[config.mk]
export PLATFORM = sky130hd
export DESIGN_NAME = wiper_step_ctrl
export DESIGN_NICKNAME = d
export VERILOG_FILES = /design/src/rtl/wstep_pkg.sv /design/src/rtl/wstep_edges.sv /design/src/rtl/wstep_sat.sv /design/src/rtl/wiper_step_ctrl.sv
export SDC_FILE = /design/constraint.sdc
export NUM_CORES = 1
export LEC_CHECK = 0
export ABC_AREA = 1
export ABC_CLOCK_PERIOD_IN_PS = 2400
export BUFFER_PORTS_ARGS = -buffer_cell sky130_fd_sc_hd__buf_2
export CORE_ASPECT_RATIO = 0.8
export CORE_MARGIN = 1
export CORE_UTILIZATION = 50
export CTS_BUF_LIST = sky130_fd_sc_hd__clkbuf_8 sky130_fd_sc_hd__clkbuf_16
export DETAILED_ROUTE_END_ITERATION = 8
export MAX_ROUTING_LAYER = met4
export PLACE_DENSITY = 0.76
export SETUP_SLACK_MARGIN = 0.15
export SYNTH_ARGS = -nofsm -noshare
export SYNTH_HDL_FRONTEND = slang
export SYNTH_SLANG_ARGS = --single-unit
[constraint.sdc]
create_clock -name clk -period 2.4 [get_ports clk]
set_clock_uncertainty 0.15 [all_clocks]
set_input_delay 0.12 -clock clk [delete_from_list [all_inputs] [get_ports clk]]
set_output_delay 0.12 -clock clk [all_outputs]
set_load 0.01 [all_outputs]
[src/rtl/wstep_pkg.sv]
package wstep_pkg;

    typedef enum logic [1:0] {
        ST_IDLE     = 2'd0,
        ST_WAIT_LOW = 2'd1,
        ST_ARMED    = 2'd2,
        ST_HIGH     = 2'd3
    } wstep_state_e;

endpackage

[src/rtl/wstep_edges.sv]
module wstep_edges (
    input  logic clk,
    input  logic rst_n,
    input  logic scl_i,
    input  logic sda_i,
    output logic scl_rise,
    output logic scl_fall,
    output logic sda_rise,
    output logic sda_fall
);
    logic scl_q;
    logic sda_q;

    // Both lines idle high on a released bus.
    always_ff @(posedge clk or negedge rst_n) begin
        if (!rst_n) begin
            scl_q <= 1'b1;
            sda_q <= 1'b1;
        end else begin
            scl_q <= scl_i;
            sda_q <= sda_i;
        end
    end

    assign scl_rise = scl_i & ~scl_q;
    assign scl_fall = ~scl_i & scl_q;
    assign sda_rise = sda_i & ~sda_q;
    assign sda_fall = ~sda_i & sda_q;

endmodule

[src/rtl/wstep_sat.sv]
module wstep_sat #(
    parameter int unsigned NPOT  = 2,
    parameter int unsigned WIDTH = 8,
    parameter int unsigned SELW  = 1
) (
    input  logic [NPOT*WIDTH-1:0] wiper_flat,
    input  logic [SELW-1:0]       sel,
    input  logic                  dir_up,
    output logic [WIDTH-1:0]      next_val,
    output logic                  at_limit
);
    localparam logic [WIDTH-1:0] TOP = {WIDTH{1'b1}};

    logic [WIDTH-1:0] wipers [NPOT];
    logic [WIDTH-1:0] cur;

    for (genvar g = 0; g < NPOT; g++) begin : g_unpack
        assign wipers[g] = wiper_flat[g*WIDTH +: WIDTH];
    end

    always_comb begin
        cur = wipers[0];
        for (int i = 0; i < NPOT; i++) begin
            if (sel == SELW'(i)) cur = wipers[i];
        end
    end

    always_comb begin
        if (dir_up) begin
            at_limit = (cur == TOP);
            next_val = at_limit ? cur : cur + WIDTH'(1);
        end else begin
            at_limit = (cur == '0);
            next_val = at_limit ? cur : cur - WIDTH'(1);
        end
    end

endmodule

[src/rtl/wiper_step_ctrl.sv]
module wiper_step_ctrl #(
    parameter int unsigned NPOT  = 2,
    parameter int unsigned WIDTH = 8
) (
    input  logic                                clk,
    input  logic                                rst_n,
    input  logic                                scl_i,
    input  logic                                sda_i,
    input  logic                                step_en_i,
    input  logic [((NPOT>1)?$clog2(NPOT):1)-1:0] pot_sel_i,
    input  logic [NPOT*WIDTH-1:0]               wiper_i,
    output logic                                step_up_o,
    output logic                                step_dn_o,
    output logic                                upd_vld_o,
    output logic [((NPOT>1)?$clog2(NPOT):1)-1:0] upd_sel_o,
    output logic [WIDTH-1:0]                    upd_val_o
);
    import wstep_pkg::*;

    localparam int unsigned      SELW = (NPOT > 1) ? $clog2(NPOT) : 1;
    localparam logic [WIDTH-1:0] MAXV = {WIDTH{1'b1}};

    wstep_state_e     state_q, state_d;
    logic [SELW-1:0]  sel_q;
    logic             dir_q;
    logic             scl_rise, scl_fall, sda_rise, sda_fall;
    logic [WIDTH-1:0] next_val;
    logic             at_limit;
    logic             commit;

    wstep_edges u_edges (
        .clk      (clk),
        .rst_n    (rst_n),
        .scl_i    (scl_i),
        .sda_i    (sda_i),
        .scl_rise (scl_rise),
        .scl_fall (scl_fall),
        .sda_rise (sda_rise),
        .sda_fall (sda_fall)
    );

    wstep_sat #(
        .NPOT  (NPOT),
        .WIDTH (WIDTH),
        .SELW  (SELW)
    ) u_sat (
        .wiper_flat (wiper_i),
        .sel        (sel_q),
        .dir_up     (dir_q),
        .next_val   (next_val),
        .at_limit   (at_limit)
    );

    // Next-state logic
    always_comb begin
        state_d = state_q;
        unique case (state_q)
            ST_IDLE:     if (step_en_i) state_d = ST_WAIT_LOW;
            ST_WAIT_LOW: if (!scl_i)    state_d = ST_ARMED;
            ST_ARMED:    if (scl_rise)  state_d = ST_HIGH;
            ST_HIGH: begin
                if (sda_rise)      state_d = ST_IDLE;      // stop ends mode
                else if (sda_fall) state_d = ST_WAIT_LOW;  // start cancels pulse
                else if (scl_fall) state_d = ST_ARMED;     // pulse complete
            end
            default:     state_d = ST_IDLE;
        endcase
    end

    assign commit = (state_q == ST_HIGH) && scl_fall && !sda_rise && !sda_fall;

    // State register with session context
    always_ff @(posedge clk or negedge rst_n) begin
        if (!rst_n) begin
            state_q <= ST_IDLE;
            sel_q   <= '0;
            dir_q   <= 1'b0;
        end else begin
            state_q <= state_d;
            if (state_q == ST_IDLE && step_en_i) sel_q <= pot_sel_i;
            if (state_q == ST_ARMED && scl_rise) dir_q <= sda_i;
        end
    end

    // Output register
    always_ff @(posedge clk or negedge rst_n) begin
        if (!rst_n) begin
            step_up_o <= 1'b0;
            step_dn_o <= 1'b0;
            upd_vld_o <= 1'b0;
            upd_sel_o <= '0;
            upd_val_o <= '0;
        end else begin
            step_up_o <= 1'b0;
            step_dn_o <= 1'b0;
            upd_vld_o <= 1'b0;
            if (commit && !at_limit) begin
                step_up_o <= dir_q;
                step_dn_o <= !dir_q;
                upd_vld_o <= 1'b1;
                upd_sel_o <= sel_q;
                upd_val_o <= next_val;
            end
        end
    end

    // no update can follow a cycle spent outside the mode
    p_idle_quiet_r2: assert property (@(posedge clk) disable iff (!rst_n)
        (state_q == ST_IDLE) |=> !upd_vld_o);

    // a step has exactly one direction
    p_dir_excl_r4: assert property (@(posedge clk) disable iff (!rst_n)
        !(step_up_o && step_dn_o));

    // an up step never lands on 0
    p_no_wrap_up_r6: assert property (@(posedge clk) disable iff (!rst_n)
        step_up_o |-> (upd_val_o != '0));

    // a down step never lands on the top tap
    p_no_wrap_dn_r6: assert property (@(posedge clk) disable iff (!rst_n)
        step_dn_o |-> (upd_val_o != MAXV));

    // a stop while the clock is high leaves the mode
    p_stop_exit_r8: assert property (@(posedge clk) disable iff (!rst_n)
        (state_q == ST_HIGH && sda_rise) |=> (state_q == ST_IDLE));

endmodule

Word level (Yosys, flattened, before mapping)
Index checks and enable logic that the tools add are counted.

$add $sub $neg: 2. $mul: 0. Div/mod/pow operators: 0. Order comparisons: 0. Equal/unequal tests: 8. Shift-type cells: 0. Muxes and demuxes: 15. Bitwise operators: 8. Reductions and logical operators: 13.

Operator list (number): $mux W8 (4); $mux W2 (6); $add A8 B1 Y8 const B (1); $eq A8 B8 Y1 const B (1); $logic_not A8 Y1 (1); $pmux W2 S4 (1); $sub A8 B1 Y8 const B (1); $logic_and A1 B1 Y1 (6); $ne A2 B2 Y1 const B (3); $and A1 B1 Y1 (4); $eq A2 B2 Y1 const B (2); $logic_not A1 Y1 (4); $mux W1 (4); $ne A4 B4 Y1 const B (1); $not A1 Y1 (4); $reduce_and A4 Y1 (1); $eq A2 B1 Y1 const B (1); $logic_not A2 Y1 (1).

Flip-flop bits (word level): 18. Latch bits: 0. RAM bits: 0. Bits in read-only memories: 0. Input port bits: 22. Logic and storage cells: 56. Memories kept: 0.

Logic depth before layout (Yosys ltp)
Word-level depth: 7. Gate-level depth with buffers: 14. Mapped depth without buffers: 14.

Modules after synthesis
A second synthesis with hierarchy kept.

Cells, all modules: 226. Area, all modules: 1621.6 µm².

By module, submodules not included: wstep_sat (instances 1, cells each 132, area an instance 824.5 µm², sequential area each 0.0 µm²); wiper_step_ctrl (instances 1, cells each 84, area an instance 714.4 µm², sequential area each 400.4 µm²); wstep_edges (instances 1, cells each 10, area an instance 82.6 µm², sequential area each 52.6 µm²).

Least setup slack after synthesis
No wires, ideal clock.

Path kind: register to register. Start point: register sel_q. End point: register upd_val_o[2]. Library setup time: 0.117 ns. Arrival: 1.517 ns. Required time: 2.133 ns. Setup slack: 0.616 ns. Stages on the path, launching flop included: 15. Cells stage by stage: dfrtp_1 -> buf_6 -> nand2_1 -> nand2_1 -> inv_1 -> ha_1 -> nand2_1 -> nor2_2 -> nand2_2 -> nand2_2 -> inv_2 -> nand2_1 -> nand2_1 -> nand2_1 -> nand2_1.

Longest elaborated chain between the ends: 5. Elaborated cells between the ends (all ways): 11. Classes of those cells: add/sub (2); eq/ne (1); mux (5); reduce/logical (3).

Ends and longest elaborated chain: from (decl) (line wiper_step_ctrl.sv:24) `logic [SELW-1:0] sel_q;`; from (signal assigned) (line wiper_step_ctrl.sv:80) `if (state_q == ST_IDLE && step_en_i) sel_q <= pot_sel_i;`; $mux W8 (*) (line wstep_sat.sv:24) `if (sel == SELW'(i)) cur = wipers[i];`; parallel branches: the longest is 4 deep, another holds $sub A8 B1 Y8; to (signal assigned) (line wiper_step_ctrl.sv:102) `upd_val_o <= next_val;`; to (decl) (line wiper_step_ctrl.sv:16) `output logic [WIDTH-1:0] upd_val_o`.

Mark *: on every way between the ends. A chain may end at the register's enable or synchronous reset.

Worst setup path in the final report
Start point: register sel_q. End point: register upd_val_o[4].

Same word-level chain as after synthesis.

==> flow_summary.yaml <==
sta:
  setup-violations-final: 0
  max_freq_ghz: 0.4946
  fin_crit_sh_pct: 84.25
  worst_pin_slew_ns: 0.4235
  rsz0062_at_grt: "false"
  slew_headroom_pct: 71.77
  fin_setup_tns_ns: 0
  slew_violations: 0
  finalCriticalPeriod_ns: 2.022
  hold_viol_final: 0
clocking:
  clock-sinks: 18
  clockBufferDepth: 2
  ctsHtreeMaxLevel: 1
  cts_root_buffer: "clkbuf_8"
  path_clk_slew_ns: 0.07
  cts_buffers: 3
  clkLatencyLatePin_ns: 0.25
  cts_tree: "built"
finish:
  insertedDiodeCount: 0
  final_nets: 260
  drive_gt1_share_pct: 32.33
  utilization_pct: 66.17
  fillers: 241
  area.growth.synth_to_final_pct: 22.27
floorplan:
  placeableCoreArea_um2: 2522
  start_util_pct: 54.12
  dieArea_um2: 2944
  dieHeight_um: 48.74
  num_rows: 16
  die_w_um: 60.42
  num_io_pins: 34
setup_path:
  timing.rr.start: "sel_q"
  startpoint_type: "register"
  reg2reg_to: "upd_val_o[4]"
  r2r_cells: 12
  crit_type: "reg2reg"
  reg2reg_slack_ns: 0.38
  cp_data_arrival_time_ns: 2.07
  cp_max_fo: 9
  end_kind: "register"
  cp.required_ns: 2.44
logic_synthesis:
  yosys.area.top_type: "dfrtp_1"
  yosysMostFrequentCell: "nand2_1"
  synth_top_area_share_pct: 29.33
  synth.top_cells.by_count: "nand2_1 (67), nand3_1 (17), dfrtp_1 (16), inv_1 (16), nor2_1 (12)"
  async_flop_share_pct: 100.0
  synth_nets: 218
  syn_avg_cell_area_um2: 7.147
  ys_types: 27
  synth-edff-count: 0
  syn_inst: 191
  synth-seq-cells: 18
  synth.area.top_cells: "dfrtp_1 (29%), nand2_1 (18%), nand3_1 (6.2%)"
  ys.flop_type: "dfrtp_1"
  yosysSeqAreaShare_pct: 33.18
  synth_area_um2: 1365
  yosysWarningCount: 0
route:
  first_iter_violations: 24
  ant_nets: 0
  dr.pass1.iters: 4
  totalWireLength_mm: 2.992
  num_vias: 1290
  wl_per_cell_um: 11.16
  drc: 0
  viasPerCell: 4.813
grt:
  grt_util_all_layers_pct: 23.82
  grt_pass1_vias: 1227
  grt-ovfl-total: 0
  grt_start_max_net_pins: 19
  grt_first_pass_wirelength_mm: 5.168
  antenna_found_initial: 0
pwr:
  power_density_nw_per_um2: 1013
  power_leakage_nw: 0.9669
  peakVddDrop_uv: 524.9
flow_run:
  drv_cap: 0
worst_hold_path:
  hp-start: "step_en_i"
  holdPathStages: 3
  min_to: "sel_q"
  hold_path.class: "in2reg"
placed_design:
  hpwl_mm: 2.400
  portBuffers: 33
  gp_congestion: 0.8951
outcome:
  status: "finished clean"
==> report_power, final <==
group	internal, W	leakage [nW]	switching [W]
registers	0.000413	0.220	0.0000762
clock network	0.000146	0.0288	0.0000993
logic	0.000346	0.718	0.000610
==> cells in the final DEF (no fill, tap or decap), types with 2 or more instances in the layout <==
cell / count
inv_1: 15
xor2_1: 5
o31ai_1: 2
nand3_1: 17
nor2_1: 11
or2_2: 2
a21oi_1: 6
dfrtp_1: 16
nand2_2: 11
dfstp_2: 2
o21ai_0: 5
buf_2: 33
nand2_4: 6
inv_2: 6
dlygate4sd3_1: 4
ha_1: 5
nor2_2: 4
nand2_1: 67
clkbuf_8: 4
==> timing repair <==
action	4_1_cts	5_1_grt
endpoints found under the setup margin	0	6
gates resized for setup	0	2
buffers inserted	0	0
hold buffers	4	0
hold endpoints to repair	21	0
==> registers in the layout, summed over array words and instances, names as in the netlist <==
| signal | count |
|---|---|
| u_edges.scl_q | 1 |
| u_edges.sda_q | 1 |
| state_q | 2 |
| upd_sel_o | 1 |
| dir_q | 1 |
| sel_q | 1 |
| upd_val_o | 8 |
| upd_vld_o | 1 |
| step_up_o | 1 |
| step_dn_o | 1 |
==> through the flow <==
step           hold slack, ns  setup slack, ns  area (um2)  power, W  std cells
6_report              0.04212           0.3780        1669  0.001691        268
5_1_grt               0.03442           0.1853        1669  0.001866        268
4_1_cts               0.03351           0.3397        1667  0.001697        268
3_5_place_dp         -0.07004           0.3490        1572  0.001439        260
3_3_place_gp         -0.07544           0.3610        1572  0.001436        260
2_1_floorplan         -0.3256           0.6163        1365  0.001209        191
==> kinds of logic after synthesis <==
| logic type | share of synthesized area, % |
|---|---|
| AND/OR/NAND/NOR | 44.82 |
| adder cells (fa/ha/maj) | 4.583 |
| buffers and inverters | 7.425 |
| flip-flops | 33.18 |
| AO/OA/AOI/OAI | 6.783 |
| XOR/XNOR | 3.208 |
==> layout make-up <==
class	instances	area [um2]	area share, %
timing repair buffer	38	212.7	12.74
tap	36	45.04	2.699
inverter	23	90.09	5.397
clock buffer	4	55.05	3.298
multi-input combinational	149	813.3	48.73
sequential	18	452.9	27.14
==> worst max path at each step <==
| stage | start | endpoint | depth (start not counted) |
|---|---|---|---|
| after floorplan | sel_q | upd_val_o[2] | 14 |
| final | sel_q | upd_val_o[4] | 12 |
| after global routing | sda_i | upd_val_o[4] | 12 |
| after CTS | sel_q | upd_val_o[2] | 14 |
| after global placement | sel_q | upd_val_o[5] | 14 |
| after detailed placement | sel_q | upd_val_o[5] | 14 |
==> critical path, stage by stage, from the launching register on <==
cell and delay (ns):
dfrtp_1 0.40, buf_4 0.19, nand2_1 0.06, nand2_1 0.15, ha_1 0.26, nand2_4 0.09
nor2_8 0.14, nand2_4 0.08, nand2_2 0.14, nand2_4 0.11, inv_4 0.09, nand2_1 0.05
nand2_1 0.06
==> routing by layer <==
metal | wire, um | global-route usage [%]
met1 | 1451 | 32.77
met2 | 1325 | 34.98
met3 | 155 | 6.150
met4 | 59 | 5.682
met5 | 0 | -
Note: power is estimated with default switching activity, not from simulation.
